**config.mk**
```make
export PLATFORM = sky130hd
export DESIGN_NAME = mitch_mul
export DESIGN_NICKNAME = d
export VERILOG_FILES = /design/src/rtl/mitch_pkg.sv /design/src/rtl/mitch_lod.sv /design/src/rtl/mitch_logadd.sv /design/src/rtl/mitch_antilog.sv /design/src/rtl/mitch_mul.sv
export SDC_FILE = /design/constraint.sdc
export NUM_CORES = 1
export LEC_CHECK = 0
export ABC_AREA = 1
export BUFFER_PORTS_ARGS = -buffer_cell sky130_fd_sc_hd__buf_4
export CAP_MARGIN = 20
export CORE_MARGIN = 2
export CORE_UTILIZATION = 30
export CTS_CLUSTER_DIAMETER = 200
export DETAILED_ROUTE_END_ITERATION = 6
export GPL_ROUTABILITY_DRIVEN = 0
export REMOVE_ABC_BUFFERS = 1
export SYNTH_ARGS = -nofsm -noshare
export SYNTH_HDL_FRONTEND = slang
export SYNTH_HIERARCHICAL = 1
export SYNTH_SLANG_ARGS = --single-unit
```
**constraint.sdc**
```tcl
create_clock -name clk -period 10.5 [get_ports clk]
set_input_delay 1.575 -clock clk [delete_from_list [all_inputs] [get_ports clk]]
set_output_delay 1.575 -clock clk [all_outputs]
set_load 0.02 [all_outputs]
```
**src/rtl/mitch_pkg.sv**
```systemverilog
package mitch_pkg;

    // Bits needed for the leading-one position of an n-bit operand.
    function automatic int chr_width(input int n);
        return $clog2(n);
    endfunction

    // Bits needed for the summed integer part, including the fraction carry.
    function automatic int sum_width(input int n);
        return $clog2(n) + 1;
    endfunction

endpackage

```
**src/rtl/mitch_lod.sv**
```systemverilog
module mitch_lod #(
    parameter int N = 8
) (
    input  logic [N-1:0]                          val,
    output logic [mitch_pkg::chr_width(N)-1:0]    chr,
    output logic [N-2:0]                          frac
);
    localparam int KW = mitch_pkg::chr_width(N);
    localparam int F  = N - 1;
    localparam logic [KW-1:0] TOP = KW'(N - 1);

    logic [KW-1:0] sh;

    // Priority encoder: the highest set bit wins.
    always_comb begin
        chr = '0;
        for (int i = 0; i < N; i++) begin
            if (val[i]) chr = i[KW-1:0];
        end
    end

    // Normalise: move the bits below the leading one to the top of the fraction.
    assign sh   = TOP - chr;
    assign frac = val[F-1:0] << sh;

endmodule

```
**src/rtl/mitch_logadd.sv**
```systemverilog
module mitch_logadd #(
    parameter int N = 8
) (
    input  logic [mitch_pkg::chr_width(N)-1:0] chr_a,
    input  logic [N-2:0]                       frac_a,
    input  logic [mitch_pkg::chr_width(N)-1:0] chr_b,
    input  logic [N-2:0]                       frac_b,
    output logic [mitch_pkg::sum_width(N)-1:0] sum_chr,
    output logic [N-2:0]                       sum_frac
);
    localparam int KW = mitch_pkg::chr_width(N);
    localparam int SW = mitch_pkg::sum_width(N);
    localparam int F  = N - 1;

    logic [F:0] fsum;

    // Fraction sum; its carry feeds the integer part.
    assign fsum     = {1'b0, frac_a} + {1'b0, frac_b};
    assign sum_frac = fsum[F-1:0];
    assign sum_chr  = SW'(chr_a) + SW'(chr_b) + SW'(fsum[F]);

endmodule

```
**src/rtl/mitch_antilog.sv**
```systemverilog
module mitch_antilog #(
    parameter int N = 8
) (
    input  logic [mitch_pkg::sum_width(N)-1:0] sum_chr,
    input  logic [N-2:0]                       sum_frac,
    output logic [2*N-1:0]                     prod
);
    localparam int SW = mitch_pkg::sum_width(N);
    localparam int F  = N - 1;
    localparam int PW = 2 * N;
    localparam logic [SW-1:0] FW = SW'(F);

    logic [PW-1:0] lead;
    logic [PW-1:0] tail;
    logic [PW-1:0] fext;

    assign fext = {{(PW-F){1'b0}}, sum_frac};
    assign lead = {{(PW-1){1'b0}}, 1'b1} << sum_chr;

    // Fraction placed directly below the inserted one. When the integer part
    // is narrower than the fraction, the low bits drop off (truncation).
    always_comb begin
        if (sum_chr >= FW) tail = fext << (sum_chr - FW);
        else               tail = fext >> (FW - sum_chr);
    end

    assign prod = lead | tail;

endmodule

```
**src/rtl/mitch_mul.sv**
```systemverilog
module mitch_mul #(
    parameter int N = 8
) (
    input  logic             clk,
    input  logic             rst,
    input  logic             in_valid,
    input  logic [N-1:0]     op_a,
    input  logic [N-1:0]     op_b,
    output logic             out_valid,
    output logic [2*N-1:0]   product
);
    localparam int KW = mitch_pkg::chr_width(N);
    localparam int SW = mitch_pkg::sum_width(N);
    localparam int F  = N - 1;

    logic [KW-1:0]  chr_a, chr_b;
    logic [F-1:0]   frac_a, frac_b;
    logic [SW-1:0]  sum_chr;
    logic [F-1:0]   sum_frac;
    logic [2*N-1:0] approx;
    logic           any_zero;
    logic [2*N-1:0] next_prod;

    mitch_lod #(.N(N)) u_lod_a (.val(op_a), .chr(chr_a), .frac(frac_a));
    mitch_lod #(.N(N)) u_lod_b (.val(op_b), .chr(chr_b), .frac(frac_b));

    mitch_logadd #(.N(N)) u_add (
        .chr_a(chr_a), .frac_a(frac_a),
        .chr_b(chr_b), .frac_b(frac_b),
        .sum_chr(sum_chr), .sum_frac(sum_frac)
    );

    mitch_antilog #(.N(N)) u_alog (
        .sum_chr(sum_chr), .sum_frac(sum_frac), .prod(approx)
    );

    // Zero detector overrides the logarithmic path.
    assign any_zero  = (op_a == '0) || (op_b == '0);
    assign next_prod = any_zero ? '0 : approx;

    always_ff @(posedge clk) begin
        if (rst) begin
            out_valid <= 1'b0;
            product   <= '0;
        end else begin
            out_valid <= in_valid;
            if (in_valid) product <= next_prod;
        end
    end

endmodule

```
==> results of run 1 <==
layout by cell type, fill, tap and decap left out, types with 2 or more instances in the layout:
cell type / n
clkbuf_8: 3
and2_4: 2
nand4_1: 6
dfxtp_1: 17
nand3_1: 82
nor2_4: 3
nand2_1: 116
o21ai_2: 5
nor2_2: 6
ha_1: 15
o211ai_1: 3
inv_4: 4
a21oi_2: 12
xor2_1: 3
nand3_2: 13
nor3_1: 4
nand2_4: 9
inv_2: 10
nor4_1: 2
inv_1: 40
nand2_2: 15
o21ai_0: 20
nor2_1: 20
fa_1: 3
buf_4: 36
a21oi_1: 16
flip-flops by register name, summed over array words and instances, names as in the netlist:
register and count:
product 16, out_valid 1
final cells by class:
type	instances	area share
clock buffers	4	0.0146
multi-input cells	359	0.673
flip-flops and latches	17	0.111
repair buffers	36	0.0878
well taps	108	0.0439
inverters	55	0.0703
worst max path at each step:
| stage | slack, ns | endpoint |
|---|---|---|
| floorplan | 4.68 | product[8]$_SDFFE_PP0P_ |
| global placement | 4.34 | product[8]$_SDFFE_PP0P_ |
| detailed placement | 4.29 | product[0]$_SDFFE_PP0P_ |
| CTS | 4.54 | product[0]$_SDFFE_PP0P_ |
| global route | 4.05 | product[0]$_SDFFE_PP0P_ |
| finish | 4.52 | product[0]$_SDFFE_PP0P_ |
cells by family (layout without fill, tap and decap cells):
kind of cell / Yosys count / in the layout / synth area share
AND/OR/NAND/NOR: 279 / 279 / 0.517
buffers and inverters: 69 / 95 / 0.124
AO/OA/AOI/OAI: 58 / 58 / 0.132
adder cells (fa/ha/maj): 18 / 18 / 0.0900
flip-flops: 17 / 17 / 0.124
XOR/XNOR: 4 / 4 / 0.0127
tightest hold or removal path, delay by kind of cell, from the launching register on:
kind               cells  cell delay, ns
DFF                    1            0.31
AOI/OAI and AO/OA      2            0.17
stage by stage:
stage                     utilization  instances  setup slack, ns  power [uW]  cell area (sq um)
after CTS                       0.350        579             4.54         570               3080
after global routing            0.350        579             4.05         639               3080
after floorplan                     -        431             4.68         420               2630
final                           0.350        579             4.52         571               3080
after global placement          0.344        575             4.34         518               3030
after detailed placement        0.344        575             4.29         520               3030
layer usage:
layer,vias to the layer above,GRT usage,wire length (microns),part of all wire
met5,-,0,0,0
met4,0,0.0169,34,0.0049
met3,8,0.0167,307,0.044
met2,86,0.251,3250,0.47
met1,1301,0.204,3330,0.48
li1,1525,-,-,-
power by group:
| part | switching, uW | internal (uW) |
|---|---|---|
| Combinational | 284 | 158 |
| Sequential | 5.08 | 75.7 |
| Clock | 21.5 | 26.9 |
| Total | 311 | 261 |
==> results_dict.tcl, run 1 <==
set metrics [dict create \
    yosys-top-cells-area "nand2_1 16%, nand3_1 15%, dfxtp_1 12%, ha_1 6.8%, inv_1 5.5%" \
    cp_common_cell "nand2_1" \
    fp.coreArea_sq_um 8810 \
    hold_start "product[12]$_SDFFE_PP0P_" \
    wl_mm 6.93 \
    p_leak_uw 0.00158 \
    area.growth.synth_to_final_pct 11.8 \
    antenna_found_initial 0 \
    setup_tns_ns 0 \
    viasPerCell 5.04 \
    crit_chain "buf_4 > inv_1 > nand2_1 > nand2_2 > nand2_4 > nand2_4 > inv_1 > nand4_1 > nand3_1 > ha_1 > a21oi_1 > nand2_1 > nand2_1 > nand2_1 > fa_1 > fa_1 > ha_1 > ha_1 > inv_1 > nor3_1 > nand2_1 > nand3_1 > nand3_1 > a21oi_1" \
    grt_pass1_wl_mm 12.4 \
    nFillCells 933 \
    reg2regPathDepth 2 \
    holdWs_ns 0.524 \
    synth_common_cells "116 x nand2_1, 82 x nand3_1, 40 x inv_1, 20 x nor2_1, 20 x o21ai_0" \
    cts_setup_buffers 0 \
    min_path_type "register to register" \
    grt_pass1_vias 2801 \
    powerDensity_nw_per_um2 186 \
    route.detailed.drc 0 \
    initial_core_util 0.313 \
    cts_tree "built" \
    grt.overflow.total 0 \
    crit_slowest_cell "fa_1" \
    start_kind "input port" \
    path_buf_inv 4 \
    hold_buffers 0 \
    first_iter_violations 324 \
    htreeDepth 1 \
    hpwlAfterDp_mm 5.63 \
    clockBufferDepth 2 \
    setup_violations 0 \
    peakVddDrop_mv 0.0481 \
    cts_sinks 17 \
    path_depth 24 \
    whs_path_depth 2 \
    multiInputGateArea_sq_um 2070 \
    yosysTopAreaCell "nand2_1" \
    wl_per_cell_microns 12.0 \
    worstReg2RegEnd "product[10]$_SDFFE_PP0P_" \
    critPathCaptureType "register" \
    fin_worst_skew_ns 0 \
    netlist_area_sq_um 2750 \
    crit_path_max_fanout 17 \
    fp.dieH_microns 99.8 \
    slowest_delay_ns 0.68 \
    cts_root_buffer "clkbuf_8" \
    period_share 0.569 \
    clk_pin_slew_ns 0.06 \
    cts_made_buffers 3 \
    syn_avg_cell_area_sq_um 6.19 \
    register_area_sq_um 340 \
    rrSetupSlack_ns 9.79 \
    syn_inst 445 \
    hold_end "product[12]$_SDFFE_PP0P_" \
    relSlewSlack 0.537 \
    slew_violations 0 \
    cp.required_ns 10.68 \
    post_cts_resized 0 \
    startpoint "op_a[3]" \
    grt_util_all_layers 0.146 \
    clock_latency_ns 0.25 \
    rsz0062_at_grt "no" \
    synth_top_area_share 0.158 \
    maxCapViolCount 0 \
    vias 2920 \
    fp-row-count 34 \
    ant_nets 0 \
    synth_edf_count 0 \
    status "complete, no violations" \
    num_io_pins 36 \
    timing.final.crit_period_ns 5.98 \
    tightest_slew_ns 0.694 \
    ys_types 35 \
    die_x_microns 99.8 \
    port_buffers 35 \
    critPathKind "input port to register" \
    ys_seq_elements 17 \
    r2r-start "product[10]$_SDFFE_PP0P_" \
    yosysWarnings 6 \
    fmax_mhz 167 \
    firstDrtPassIters 5 \
    ys_seq_area_frac 0.124 \
    grt_max_degree 34 \
    arrival_ns 6.16 \
    cp_top_family "adder cells" \
    die_area_sq_um 9960 \
    ys.flop_type "dfxtp_1" \
    nets 509 \
    hold_viol_final 0 \
    num_antenna_cells 0 \
    drive_gt1_frac 0.253 \
    yosysMostFrequentCell "nand2_1" \
    async_flop_share 0 \
]
(Power assumes the default switching activity.)
==> inputs of run 2 (changes only) <==
Clock period 10.5 ns to 5.4 ns, I/O delays scaled along.
==> run 2 against run 1 <==
  * Via count fell by 1.6%
  * Worst setup slack got worse by 3.8 ns
  * Sequential power is 93% higher
  * Critical path depth rose by 3
  * Sequential share of layout area fell by 0.080 points
  * Cell count rose by 0.52%
  * Combinational power is 99% higher
  * Clock skew unchanged
  * Sequential cell count stayed put
  * Design area is 0.73% higher
  * Critical endpoint is now product[4]$_SDFFE_PP0P_
  * Largest power group unchanged
  * Highest routed layer unchanged
==> results_dict.tcl, run 2 (synthesis gave the netlist of run 1 again) <==
set metrics [dict create \
    route.detailed.drc 0 \
    rsz0062_at_grt "no" \
    arrival_ns 4.88 \
    r2r-start "product[2]$_SDFFE_PP0P_" \
    relSlewSlack 0.745 \
    pre_cts_ws_ns 0.491 \
    initial_core_util 0.313 \
    grt_pass1_vias 2763 \
    area.growth.synth_to_final_pct 12.6 \
    period_share 0.869 \
    fp.coreArea_sq_um 8810 \
    cts_root_buffer "clkbuf_8" \
    clockBufferDepth 2 \
    peakVddDrop_mv 0.103 \
    power_uw 1130 \
    slew_violations 0 \
    powerDensity_nw_per_um2 363 \
    min_path_type "register to register" \
    tightest_slew_ns 0.379 \
    p_leak_uw 0.00159 \
    cts_sinks 17 \
    clock_latency_ns 0.24 \
    dpl_cell_area_sq_um 3060 \
    crit_path_max_fanout 9 \
    critPathKind "input port to register" \
    fp-row-count 34 \
    num_io_pins 36 \
    port_buffers 35 \
    stdcell_area_sq_um 3100 \
    fin_worst_skew_ns 0 \
    antenna_found_initial 0 \
    maxCapViolCount 0 \
    grt_pass1_wl_mm 12.1 \
    cts_tree "built" \
    largest_reg_flops 16 \
    clk_pin_slew_ns 0.06 \
    ant_nets 0 \
    start_kind "input port" \
    cts_made_buffers 3 \
    die_area_sq_um 9960 \
    hold_buffers 0 \
    firstDrtPassIters 4 \
    htreeDepth 1 \
    grt_util_all_layers 0.141 \
    wl_mm 6.75 \
    regMostFlops "product" \
    hold_viol_final 0 \
    startpoint "op_b[4]" \
    fmax_mhz 213 \
    layout_common_cells "116 x nand2_1, 82 x nand3_1, 40 x inv_1" \
    vias 2873 \
    nets 512 \
    cp.required_ns 5.58 \
    first_iter_violations 195 \
    fp.dieH_microns 99.8 \
    hold_start "product[5]$_SDFFE_PP0P_" \
    grt_max_degree 34 \
    reg_top3 "product (16), out_valid (1)" \
    wl_per_cell_microns 11.6 \
    critPathCaptureType "register" \
    viasPerCell 4.94 \
    drive_gt1_frac 0.257 \
    hpwlAfterDp_mm 5.55 \
    num_antenna_cells 0 \
    mostFrequentLayoutCell "nand2_1" \
    post_cts_resized 0 \
    holdWs_ns 0.533 \
    status "complete, no violations" \
    layout_setup_ws_ns 0.705 \
    setup_tns_ns 0 \
    timing.final.crit_period_ns 4.69 \
    setup_violations 0 \
    grt.overflow.total 0 \
    die_x_microns 99.8 \
    cts_setup_buffers 0 \
]
## run 2: cell types whose count changed in the layout (fill, tap and decap cells not counted)
| cell | delta |
|---|---|
| buf_4 | +3 |
## run 2: area by class of cell
type                    instances  area (sq um)
flip-flops and latches         17           340
repair buffers                 39           293
well taps                     108           135
fillers                       946          5710
clock buffers                   4          45.0
multi-input cells             359          2070
inverters                      55           216
## run 2: path summary, 6_finish.rpt
kind,to,slack [ns],cells after the start
max,product[4]$_SDFFE_PP0P_,0.71,27
min,product[5]$_SDFFE_PP0P_,0.53,2
max reg2reg,product[2]$_SDFFE_PP0P_,4.74,2
min reg2reg,product[5]$_SDFFE_PP0P_,0.53,2
## run 2: critical path, stage by stage
cell	delay (ns)
buf_4	0.12
inv_1	0.11
nand2_2	0.09
a21oi_2	0.16
nor2_4	0.08
inv_4	0.11
nand3_1	0.08
nor2_1	0.24
ha_1	0.29
nand2_1	0.06
nand2_1	0.08
nand3_2	0.07
nand2_1	0.06
nand2_1	0.06
nand2_1	0.06
fa_1	0.41
fa_1	0.55
inv_1	0.10
ha_1	0.50
inv_4	0.11
nand3_1	0.10
nand2_1	0.11
o21ai_2	0.15
nand2_1	0.07
nand3_1	0.08
nand3_2	0.08
a21oi_2	0.11
## run 2: through the flow
step / util / std cells
5_1_grt: 0.352 / 582
6_report: 0.352 / 582
4_1_cts: 0.352 / 582
2_1_floorplan: - / 431
3_3_place_gp: 0.347 / 578
3_5_place_dp: 0.347 / 578
## run 2: layer usage
metal	global-route usage	wire (microns)	vias to the layer above	part of all wire
met5	0	0	-	0
met4	0.0253	98	0	0.015
met3	0.0160	338	10	0.050
met2	0.249	3160	77	0.47
met1	0.187	3160	1265	0.47
li1	-	-	1521	-
## run 2: report_power, final
part | internal (uW) | switching (uW)
combinational | 316 | 563
clock | 52.2 | 39.2
sequential | 147 | 9.04
